--- config.mk ---
export PLATFORM = sky130hd
export DESIGN_NAME = vec_eq_cmp_unit
export DESIGN_NICKNAME = d
export VERILOG_FILES = /design/src/rtl/vcmp_pkg.sv /design/src/rtl/vcmp_ctrl.sv /design/src/rtl/vcmp_datapath.sv /design/src/rtl/vec_eq_cmp_unit.sv
export SDC_FILE = /design/constraint.sdc
export NUM_CORES = 1
export LEC_CHECK = 0
export BUFFER_PORTS_ARGS = -buffer_cell sky130_fd_sc_hd__buf_4
export CAP_MARGIN = 20
export CELL_PAD_IN_SITES_DETAIL_PLACEMENT = 0
export CELL_PAD_IN_SITES_GLOBAL_PLACEMENT = 1
export CORE_AREA = 2 2 167 169
export CTS_CLUSTER_SIZE = 8
export DETAILED_ROUTE_END_ITERATION = 12
export DIE_AREA = 0 0 169 171
export PLACE_DENSITY = 0.64
export SKIP_LAST_GASP = 1
export SYNTH_ARGS = -nofsm -noshare
export SYNTH_HDL_FRONTEND = slang
export SYNTH_SLANG_ARGS = --single-unit
export TNS_END_PERCENT = 20
--- constraint.sdc ---
create_clock -name clk -period 2 [get_ports clk]
set_input_delay 0.4 -clock clk [delete_from_list [all_inputs] [get_ports clk]]
set_output_delay 0.4 -clock clk [all_outputs]
set_load 0.005 [all_outputs]
--- src/rtl/vcmp_pkg.sv ---
package vcmp_pkg;

  localparam int CHUNK_W = 64;
  localparam int BYTES_PER_CHUNK = CHUNK_W / 8;

  typedef enum logic [2:0] {
    LK_I8  = 3'd0,
    LK_I16 = 3'd1,
    LK_I32 = 3'd2,
    LK_F16 = 3'd3,
    LK_F32 = 3'd4
  } laneKind_e;

  // Strobes from the control block to the datapath
  typedef struct packed {
    logic      fire;
    laneKind_e kind;
    logic      wide;
  } ctrlStrobe_t;

  // IEEE equality for single precision, denormals flushed to zero
  function automatic logic fp32Eq(input logic [31:0] a, input logic [31:0] b);
    logic nanA, nanB, zeroA, zeroB;
    nanA  = (&a[30:23]) && (|a[22:0]);
    nanB  = (&b[30:23]) && (|b[22:0]);
    zeroA = (a[30:23] == 8'd0);
    zeroB = (b[30:23] == 8'd0);
    return !nanA && !nanB && ((zeroA && zeroB) || (a == b));
  endfunction

  // IEEE equality for half precision, denormals flushed to zero
  function automatic logic fp16Eq(input logic [15:0] a, input logic [15:0] b);
    logic nanA, nanB, zeroA, zeroB;
    nanA  = (&a[14:10]) && (|a[9:0]);
    nanB  = (&b[14:10]) && (|b[9:0]);
    zeroA = (a[14:10] == 5'd0);
    zeroB = (b[14:10] == 5'd0);
    return !nanA && !nanB && ((zeroA && zeroB) || (a == b));
  endfunction

endpackage

--- src/rtl/vcmp_ctrl.sv ---
module vcmp_ctrl
  import vcmp_pkg::*;
#(
  parameter int IDX_FIELD_W = 4,
  localparam int IDX_W = IDX_FIELD_W + 1
) (
  input  logic                   clk,
  input  logic                   rst_n,
  input  logic                   inValid,
  input  logic                   isFloat,
  input  logic [1:0]             sizeSel,
  input  logic                   wideMode,
  input  logic                   halfEn,
  input  logic                   dstHi,
  input  logic [IDX_FIELD_W-1:0] dstLo,
  input  logic                   srcAHi,
  input  logic [IDX_FIELD_W-1:0] srcALo,
  input  logic                   srcBHi,
  input  logic [IDX_FIELD_W-1:0] srcBLo,
  output ctrlStrobe_t            strobe,
  output logic                   undefFlag,
  output logic [IDX_W-1:0]       resDst,
  output logic [IDX_W-1:0]       resSrcA,
  output logic [IDX_W-1:0]       resSrcB
);

  logic [IDX_W-1:0] dstIdx, srcAIdx, srcBIdx;
  logic             badIntSize, badHalf, badAlign, illegal;
  laneKind_e        kindDec;

  assign dstIdx  = {dstHi, dstLo};
  assign srcAIdx = {srcAHi, srcALo};
  assign srcBIdx = {srcBHi, srcBLo};

  always_comb begin
    if (isFloat) begin
      kindDec = sizeSel[0] ? LK_F16 : LK_F32;
    end else begin
      case (sizeSel)
        2'b00:   kindDec = LK_I8;
        2'b01:   kindDec = LK_I16;
        2'b10:   kindDec = LK_I32;
        default: kindDec = LK_I8;
      endcase
    end
  end

  assign badIntSize = !isFloat && (sizeSel == 2'b11);
  assign badHalf    = isFloat && sizeSel[0] && !halfEn;
  assign badAlign   = wideMode && (dstIdx[0] || srcAIdx[0] || srcBIdx[0]);
  assign illegal    = badIntSize || badHalf || badAlign;

  assign strobe.fire = inValid && !illegal;
  assign strobe.kind = kindDec;
  assign strobe.wide = wideMode;

  always_ff @(posedge clk or negedge rst_n) begin
    if (!rst_n) begin
      undefFlag <= 1'b0;
      resDst    <= '0;
      resSrcA   <= '0;
      resSrcB   <= '0;
    end else begin
      undefFlag <= inValid && illegal;
      if (strobe.fire) begin
        resDst  <= dstIdx;
        resSrcA <= srcAIdx;
        resSrcB <= srcBIdx;
      end else begin
        resDst  <= '0;
        resSrcA <= '0;
        resSrcB <= '0;
      end
    end
  end

  // reserved integer size is flagged
  a_r3_int_size_undef: assert property (@(posedge clk) disable iff (!rst_n)
    inValid && !isFloat && (sizeSel == 2'b11) |=> undefFlag);

  // half precision without the feature is flagged
  a_r4_half_gate: assert property (@(posedge clk) disable iff (!rst_n)
    inValid && isFloat && sizeSel[0] && !halfEn |=> undefFlag);

  // odd index in wide mode is flagged
  a_r6_wide_align: assert property (@(posedge clk) disable iff (!rst_n)
    inValid && wideMode && (dstLo[0] || srcALo[0] || srcBLo[0]) |=> undefFlag);

  // indices are zero whenever no result was produced
  a_r12_idx_idle: assert property (@(posedge clk) disable iff (!rst_n)
    !inValid |=> (resDst == '0) && (resSrcA == '0) && (resSrcB == '0));

endmodule

--- src/rtl/vcmp_datapath.sv ---
module vcmp_datapath
  import vcmp_pkg::*;
#(
  parameter int DATA_W = 128,
  localparam int NUM_CHUNKS = DATA_W / CHUNK_W
) (
  input  logic              clk,
  input  logic              rst_n,
  input  ctrlStrobe_t       strobe,
  input  logic [DATA_W-1:0] opA,
  input  logic [DATA_W-1:0] opB,
  output logic [DATA_W-1:0] maskOut,
  output logic              outValid
);

  logic [DATA_W-1:0] maskNext;

  for (genvar c = 0; c < NUM_CHUNKS; c++) begin : g_chunk
    logic [CHUNK_W-1:0]         aC, bC;
    logic [BYTES_PER_CHUNK-1:0] byteEq;
    logic [BYTES_PER_CHUNK-1:0] byteHit;
    logic [BYTES_PER_CHUNK/2-1:0] halfFpEq;
    logic [BYTES_PER_CHUNK/4-1:0] wordFpEq;
    logic                       chunkOn;

    assign aC      = opA[c*CHUNK_W +: CHUNK_W];
    assign bC      = opB[c*CHUNK_W +: CHUNK_W];
    assign chunkOn = (c == 0) || strobe.wide;

    for (genvar j = 0; j < BYTES_PER_CHUNK; j++) begin : g_byteEq
      assign byteEq[j] = (aC[j*8 +: 8] == bC[j*8 +: 8]);
    end

    for (genvar h = 0; h < BYTES_PER_CHUNK/2; h++) begin : g_half
      assign halfFpEq[h] = fp16Eq(aC[h*16 +: 16], bC[h*16 +: 16]);
    end

    for (genvar w = 0; w < BYTES_PER_CHUNK/4; w++) begin : g_word
      assign wordFpEq[w] = fp32Eq(aC[w*32 +: 32], bC[w*32 +: 32]);
    end

    for (genvar j = 0; j < BYTES_PER_CHUNK; j++) begin : g_byteHit
      localparam int H0 = (j / 2) * 2;
      localparam int W0 = (j / 4) * 4;
      always_comb begin
        case (strobe.kind)
          LK_I8:   byteHit[j] = byteEq[j];
          LK_I16:  byteHit[j] = byteEq[H0] && byteEq[H0+1];
          LK_I32:  byteHit[j] = &byteEq[W0 +: 4];
          LK_F16:  byteHit[j] = halfFpEq[j/2];
          LK_F32:  byteHit[j] = wordFpEq[j/4];
          default: byteHit[j] = 1'b0;
        endcase
      end
      assign maskNext[c*CHUNK_W + j*8 +: 8] = {8{byteHit[j] && chunkOn}};
    end
  end

  always_ff @(posedge clk or negedge rst_n) begin
    if (!rst_n) begin
      maskOut  <= '0;
      outValid <= 1'b0;
    end else begin
      outValid <= strobe.fire;
      maskOut  <= strobe.fire ? maskNext : '0;
    end
  end

  // narrow results leave the upper half clear
  a_r5_upper_clear: assert property (@(posedge clk) disable iff (!rst_n)
    strobe.fire && !strobe.wide |=> (maskOut[DATA_W-1:CHUNK_W] == '0));

  // a 16-bit integer lane is uniform
  a_r2_i16_uniform: assert property (@(posedge clk) disable iff (!rst_n)
    strobe.fire && (strobe.kind == LK_I16) |=>
      (maskOut[15:0] == 16'h0000) || (maskOut[15:0] == 16'hFFFF));

  // a 32-bit lane is uniform
  a_r2_w32_uniform: assert property (@(posedge clk) disable iff (!rst_n)
    strobe.fire && ((strobe.kind == LK_I32) || (strobe.kind == LK_F32)) |=>
      (maskOut[31:0] == 32'h0) || (maskOut[31:0] == 32'hFFFF_FFFF));

endmodule

--- src/rtl/vec_eq_cmp_unit.sv ---
module vec_eq_cmp_unit
  import vcmp_pkg::*;
#(
  parameter int DATA_W = 128,
  parameter int IDX_FIELD_W = 4,
  localparam int IDX_W = IDX_FIELD_W + 1
) (
  input  logic                   clk,
  input  logic                   rst_n,
  input  logic                   inValid,
  input  logic                   isFloat,
  input  logic [1:0]             sizeSel,
  input  logic                   wideMode,
  input  logic                   halfEn,
  input  logic                   dstHi,
  input  logic [IDX_FIELD_W-1:0] dstLo,
  input  logic                   srcAHi,
  input  logic [IDX_FIELD_W-1:0] srcALo,
  input  logic                   srcBHi,
  input  logic [IDX_FIELD_W-1:0] srcBLo,
  input  logic [DATA_W-1:0]      opA,
  input  logic [DATA_W-1:0]      opB,
  output logic [DATA_W-1:0]      maskOut,
  output logic                   outValid,
  output logic                   undefFlag,
  output logic [IDX_W-1:0]       resDst,
  output logic [IDX_W-1:0]       resSrcA,
  output logic [IDX_W-1:0]       resSrcB
);

  ctrlStrobe_t strobe;

  vcmp_ctrl #(.IDX_FIELD_W(IDX_FIELD_W)) i_ctrl (
    .clk      (clk),
    .rst_n    (rst_n),
    .inValid  (inValid),
    .isFloat  (isFloat),
    .sizeSel  (sizeSel),
    .wideMode (wideMode),
    .halfEn   (halfEn),
    .dstHi    (dstHi),
    .dstLo    (dstLo),
    .srcAHi   (srcAHi),
    .srcALo   (srcALo),
    .srcBHi   (srcBHi),
    .srcBLo   (srcBLo),
    .strobe   (strobe),
    .undefFlag(undefFlag),
    .resDst   (resDst),
    .resSrcA  (resSrcA),
    .resSrcB  (resSrcB)
  );

  vcmp_datapath #(.DATA_W(DATA_W)) i_datapath (
    .clk     (clk),
    .rst_n   (rst_n),
    .strobe  (strobe),
    .opA     (opA),
    .opB     (opB),
    .maskOut (maskOut),
    .outValid(outValid)
  );

  // an undefined pulse carries no result
  a_r10_undef_quiet: assert property (@(posedge clk) disable iff (!rst_n)
    undefFlag |-> !outValid && (maskOut == '0));

  // no request, no output the next cycle
  a_r1_idle_quiet: assert property (@(posedge clk) disable iff (!rst_n)
    !inValid |=> !outValid && !undefFlag);

  // one flag per offending request
  a_r10_single_pulse: assert property (@(posedge clk) disable iff (!rst_n)
    undefFlag && !$past(inValid) |-> 1'b0);

endmodule

==> Word-level counts from Yosys, hierarchy flattened <==
Index checks and enable logic that the tools add are counted.
{ "word_totals": {"register_bits": 145, "latchBits": 0, "mem_bits_rw": 0, "romBits": 0, "in_bits": 279, "output_inout_bits": 145, "mem_count": 0} }
{ "classes": {"add_sub_neg": 0, "multipliers": 0, "n_div": 0, "order_cmp": 0, "n_eq_ne": 35, "shift": 0, "n_mux": 23, "bitwise_logic": 0, "n_reduce_logical": 202} }
{ "ops": {"columns": ["operator", "count"], "rows": [
  ["23-bit OR reduction", 8],
  ["10-bit OR reduction", 16],
  ["16-bit equality test", 8],
  ["32-bit equality test", 4],
  ["8-bit equality test", 16],
  ["128-bit two-way mux", 1],
  ["1-bit logical AND", 82],
  ["5-bit zero test", 16],
  ["1-bit case mux with 5 select lines", 16],
  ["5-bit AND reduction", 16],
  ["8-bit zero test", 8],
  ["8-bit AND reduction", 8],
  ["1-bit zero test", 27],
  ["1-bit logical OR", 16],
  ["4-bit AND reduction", 4],
  ["5-bit two-way mux", 3],
  ["3-bit by 2-bit equality test with 1-bit output, second input constant", 2],
  ["3-bit two-way mux", 2],
  ["2-bit equality test, second input constant", 2],
  ["2-bit case mux with 2 select lines", 1],
  ["3-bit by 1-bit equality test with 1-bit output, second input constant", 1],
  ["3-bit equality test, second input constant", 1],
  ["3-bit zero test", 1],
  ["2-bit by 1-bit equality test with 1-bit output, second input constant", 1]
]} }

==> Logic depth before layout (Yosys ltp) <==
{ "logic_depth": {"ltp_word": 8, "depth_mapped": 7, "mapped_depth_nobuf": 7} }

==> Modules after synthesis <==
From an unflattened synthesis, not the netlist that was laid out.
{ "unflattened": {"hier_cells": 594, "hier_area_um2": 4820.9} }
{ "by_module_without_submodules": {"columns": ["mod", "n_inst", "cells_each", "area_each_um2"], "rows": [
  ["vcmp_datapath", 1, 546, 4126.5],
  ["vcmp_ctrl", 1, 48, 694.4]
]} }

==> Worst setup path before layout <==
OpenSTA, ideal clock, no wires.
{ "synth_timing": {"path_kind": "in2reg", "from": "input opB[7]", "to": "register i_datapath.maskOut[23]", "arrival_time_ns": 1.755, "slack_ns": 0.156, "cell_stages": 6, "path_cell_list": "or4_4 nor3_2 nand2_1 o41ai_2 o221ai_2 a41oi_1"} }
{ "synth_between": {"elab_chain_cells": 7, "elab_cells_between_ends": 11, "cone_classes": "eq/ne: 2; mux: 2; reduce/logical: 7"} }
{ "synth_lines": {"columns": ["element", "line_no", "text"], "rows": [
  ["start, declared", "vec_eq_cmp_unit.sv:22", "input logic [DATA_W-1:0] opB,"],
  ["23-bit OR reduction", "vcmp_pkg.sv:25", "nanB = (&b[30:23]) && (|b[22:0]);"],
  ["1-bit logical AND", "vcmp_pkg.sv:25", null],
  ["1-bit zero test", "vcmp_pkg.sv:28", "return !nanA && !nanB && ((zeroA && zeroB) || (a == b));"],
  ["1-bit logical AND (2 in a row)", "vcmp_pkg.sv:28", null],
  ["1-bit case mux with 5 select lines *", "vcmp_datapath.sv:46", "case (strobe.kind)"],
  ["128-bit two-way mux *", "vcmp_datapath.sv:65", "maskOut <= strobe.fire ? maskNext : '0;"],
  ["end signal, assigned", "vcmp_datapath.sv:65", null],
  ["end, declared", "vcmp_datapath.sv:12", "output logic [DATA_W-1:0] maskOut,"]
]} }
Every way passes the cells marked *; elsewhere a longest branch is shown, timed or not.

==> Worst setup path in the final report <==
{ "layout_timing": {"from": "input opB[39]", "to": "register i_datapath.maskOut[63]"} }
The elaborated chain is that of the path after synthesis.

==> impl_metrics.py <==
metrics = {
    "placed_design": {
        "hpwl_um": 19300,
        "placed_cell_area_sq_um": 7920,
        "port_buffers": 423,
        "dp_cells": 1297,
        "gp_congestion": 0.828,
    },
    "floorplanning": {
        "fp-row-count": 61,
        "die_area_sq_um": 28900,
        "die_x_um": 169,
        "start_util_pct": 17.4,
        "io_pins": 424,
        "placeableCoreArea_sq_um": 27300,
        "fp.dieH_um": 171,
    },
    "sta": {
        "clock.fmax_mhz": 531,
        "slew_headroom_pct": 67.1,
        "hold_violations": 0,
        "finalCriticalPeriod_ns": 1.88,
        "setup-tns-final_ns": 0,
        "worstMarginPinSlew_ns": 0.493,
        "layout_worst_path_cycle_share_pct": 94.1,
        "rsz0062_at_grt": "true",
        "finalSetupViolCount": 0,
        "slew_violations": 0,
    },
    "yosys": {
        "mappedNetlistArea_sq_um": 4760,
        "syn-num-nets": 872,
        "synth_ff_type": "dfrtp_1",
        "ys_types": 32,
        "synth_xor_area_share_pct": 23.8,
        "synth-edff-count": 0,
        "synth.area.mux_share_pct": 0,
        "synth_fa_ha_area_share_pct": 0,
        "yosys_warnings": 0,
        "synth.avg_cell_area_sq_um": 8.02,
        "synth_simple_gate_area_share_pct": 29.4,
        "syn_inst": 593,
        "ys_seq_elements": 33,
        "synth-compound-area-share_pct": 11.3,
        "synth_top_family_by_area": "simple AND/OR/NAND/NOR gates",
        "async_reset_ff_share_pct": 100,
        "seq_area_frac_synth_pct": 17.4,
    },
    "clock_network": {
        "cts.clk_slew.worst_paths_ns": 0.06,
        "ctsHoldBuffers": 0,
        "post_cts_buffers": 0,
        "htree_levels": 2,
        "cts_resized": 0,
        "clock-sinks": 33,
        "clockBufferDepth": 2,
        "root_buffer": "clkbuf_16",
        "cts_buffers": 5,
        "cts_tree": "done",
    },
    "global_routing": {
        "grt_first_pass_wirelength_um": 31500,
        "grt_max_degree": 34,
        "track_usage_pct": 14.1,
        "antenna_found_initial": 0,
        "overflow": 0,
        "grt_pass1_vias": 5789,
    },
    "power_and_ir_drop": {
        "seqPwrFrac_pct": 26.9,
        "leakagePower_nw": 3.90,
        "combPwrFrac_pct": 42.6,
        "power_frac_clock_pct": 30.5,
        "irDropWorstVdd_mv": 0.237,
        "swShare_pct": 31.6,
        "power_density_nw_per_um2": 317,
        "p_int_mw": 1.75,
        "switchingPower_mw": 0.808,
    },
    "routing": {
        "vias": 5738,
        "firstDrtPassIters": 4,
        "final_antenna_net_count": 0,
        "drt-initial-drc-count": 218,
        "routedWlPerCell_um": 16.8,
        "wirelength_um": 21900,
        "routed_via_density": 4.40,
        "drc": 0,
    },
    "critical_path": {
        "critPathArrivalTime_ns": 2.09,
        "critPathKind": "in2reg",
        "crit_path_start": "opB[39]",
        "end_kind": "flop",
        "required_ns": 2.20,
        "crit_path_max_fanout": 4,
        "critPathLaunchType": "input pin",
    },
    "layout": {
        "layout_common_cells": "475 x buf_4, 129 x xor2_1, 58 x nor4_1",
        "drive_gt1_share_pct": 53.1,
        "utilization_pct": 29.6,
        "fin_area_sq_um": 8080,
        "final_cells": 1305,
        "final_common_cell": "buf_4",
        "area_growth_pct": 69.8,
        "insertedDiodeCount": 0,
        "fin_nets": 1237,
    },
    "flow_run": {
        "cap_violations": 0,
    },
    "outcome": {
        "status": "finished clean",
    },
    "min_path": {
        "hold_class": "in2async",
    },
}
==> final cells by class <==
class,count,area [sq um]
clock inverters,3,17.5
clock buffers,5,125
inverters,1,3.75
repair buffers,476,3590
multi-input cells,441,3090
fillers,2988,19200
well taps,346,433
flip-flops and latches,33,826
==> worst max-delay path by stage <==
| stage | end |
|---|---|
| finish | i_datapath.maskOut[63] |
| global route | i_datapath.maskOut[23] |
| CTS | i_datapath.maskOut[31] |
| detailed placement | i_datapath.maskOut[63] |
| global placement | i_datapath.maskOut[23] |
| floorplan | i_datapath.maskOut[23] |
==> power groups by stage <==
stage                     Combinational (mW)  Clock [mW]  Sequential (mW)
final                                   1.09       0.780            0.687
after detailed placement                1.09           0            0.699
after global placement                  1.09           0            0.699
after CTS                               1.10       0.827            0.687
after floorplan                        0.299           0            0.702
after global routing                    1.19       0.861            0.688
==> per-layer routing <==
metal | up-vias | part of all wire (%) | GRT usage (%)
met5 | - | 0 | 0
met2 | 245 | 51 | 26.1
li1 | 2815 | - | -
met3 | 11 | 6.7 | 2.71
met4 | 0 | 0.89 | 2.49
met1 | 2667 | 42 | 17.1
==> flip-flops by register name, summed over array words and instances, names as in the netlist <==
name	count
i_ctrl.resDst	5
i_ctrl.resSrcA	5
i_ctrl.resSrcB	5
i_ctrl.undefFlag	1
i_datapath.maskOut	16
i_datapath.outValid	1
==> critical path: stages <==
cell and delay (ns):
buf_4 0.12, or4_4 0.52, nor3_2 0.18, nand2_1 0.13, o41ai_2 0.33, o221ai_2 0.19, a41oi_1 0.21
==> cells in the mapped netlist (10+ instances only) <==
cell       n  share of area, %
dfrtp_1   33                17
xor2_1   129                24
a21oi_1   10               1.1
nor3_1    16               1.7
and3_1    29               3.8
nor2_1    31               2.4
o21ai_0   12               1.3
a41oi_1   20               3.7
nor4_1    60               7.9
buf_4    112                18
nand3_1   40               4.2
nand2_1   30               2.4
==> stage by stage <==
step | power [mW] | worst slack (ns) | hold WS [ns]
floorplan | 1.00 | 0.156 | 0.104
global placement | 1.79 | -0.140 | 0.394
CTS | 2.61 | 0.115 | 0.0834
detailed placement | 1.79 | -0.212 | 0.400
finish | 2.56 | 0.117 | 0.0796
global route | 2.74 | -0.00873 | 0.0994
==> logic make-up (layout without fill, tap and decap cells) <==
family | count (synthesis) | in the layout
simple gates | 246 | 246
buf+inv | 119 | 485
compound gates | 66 | 66
xor+xnor | 129 | 129
flops | 33 | 33
No activity file was read; power rests on OpenSTA's default activity.
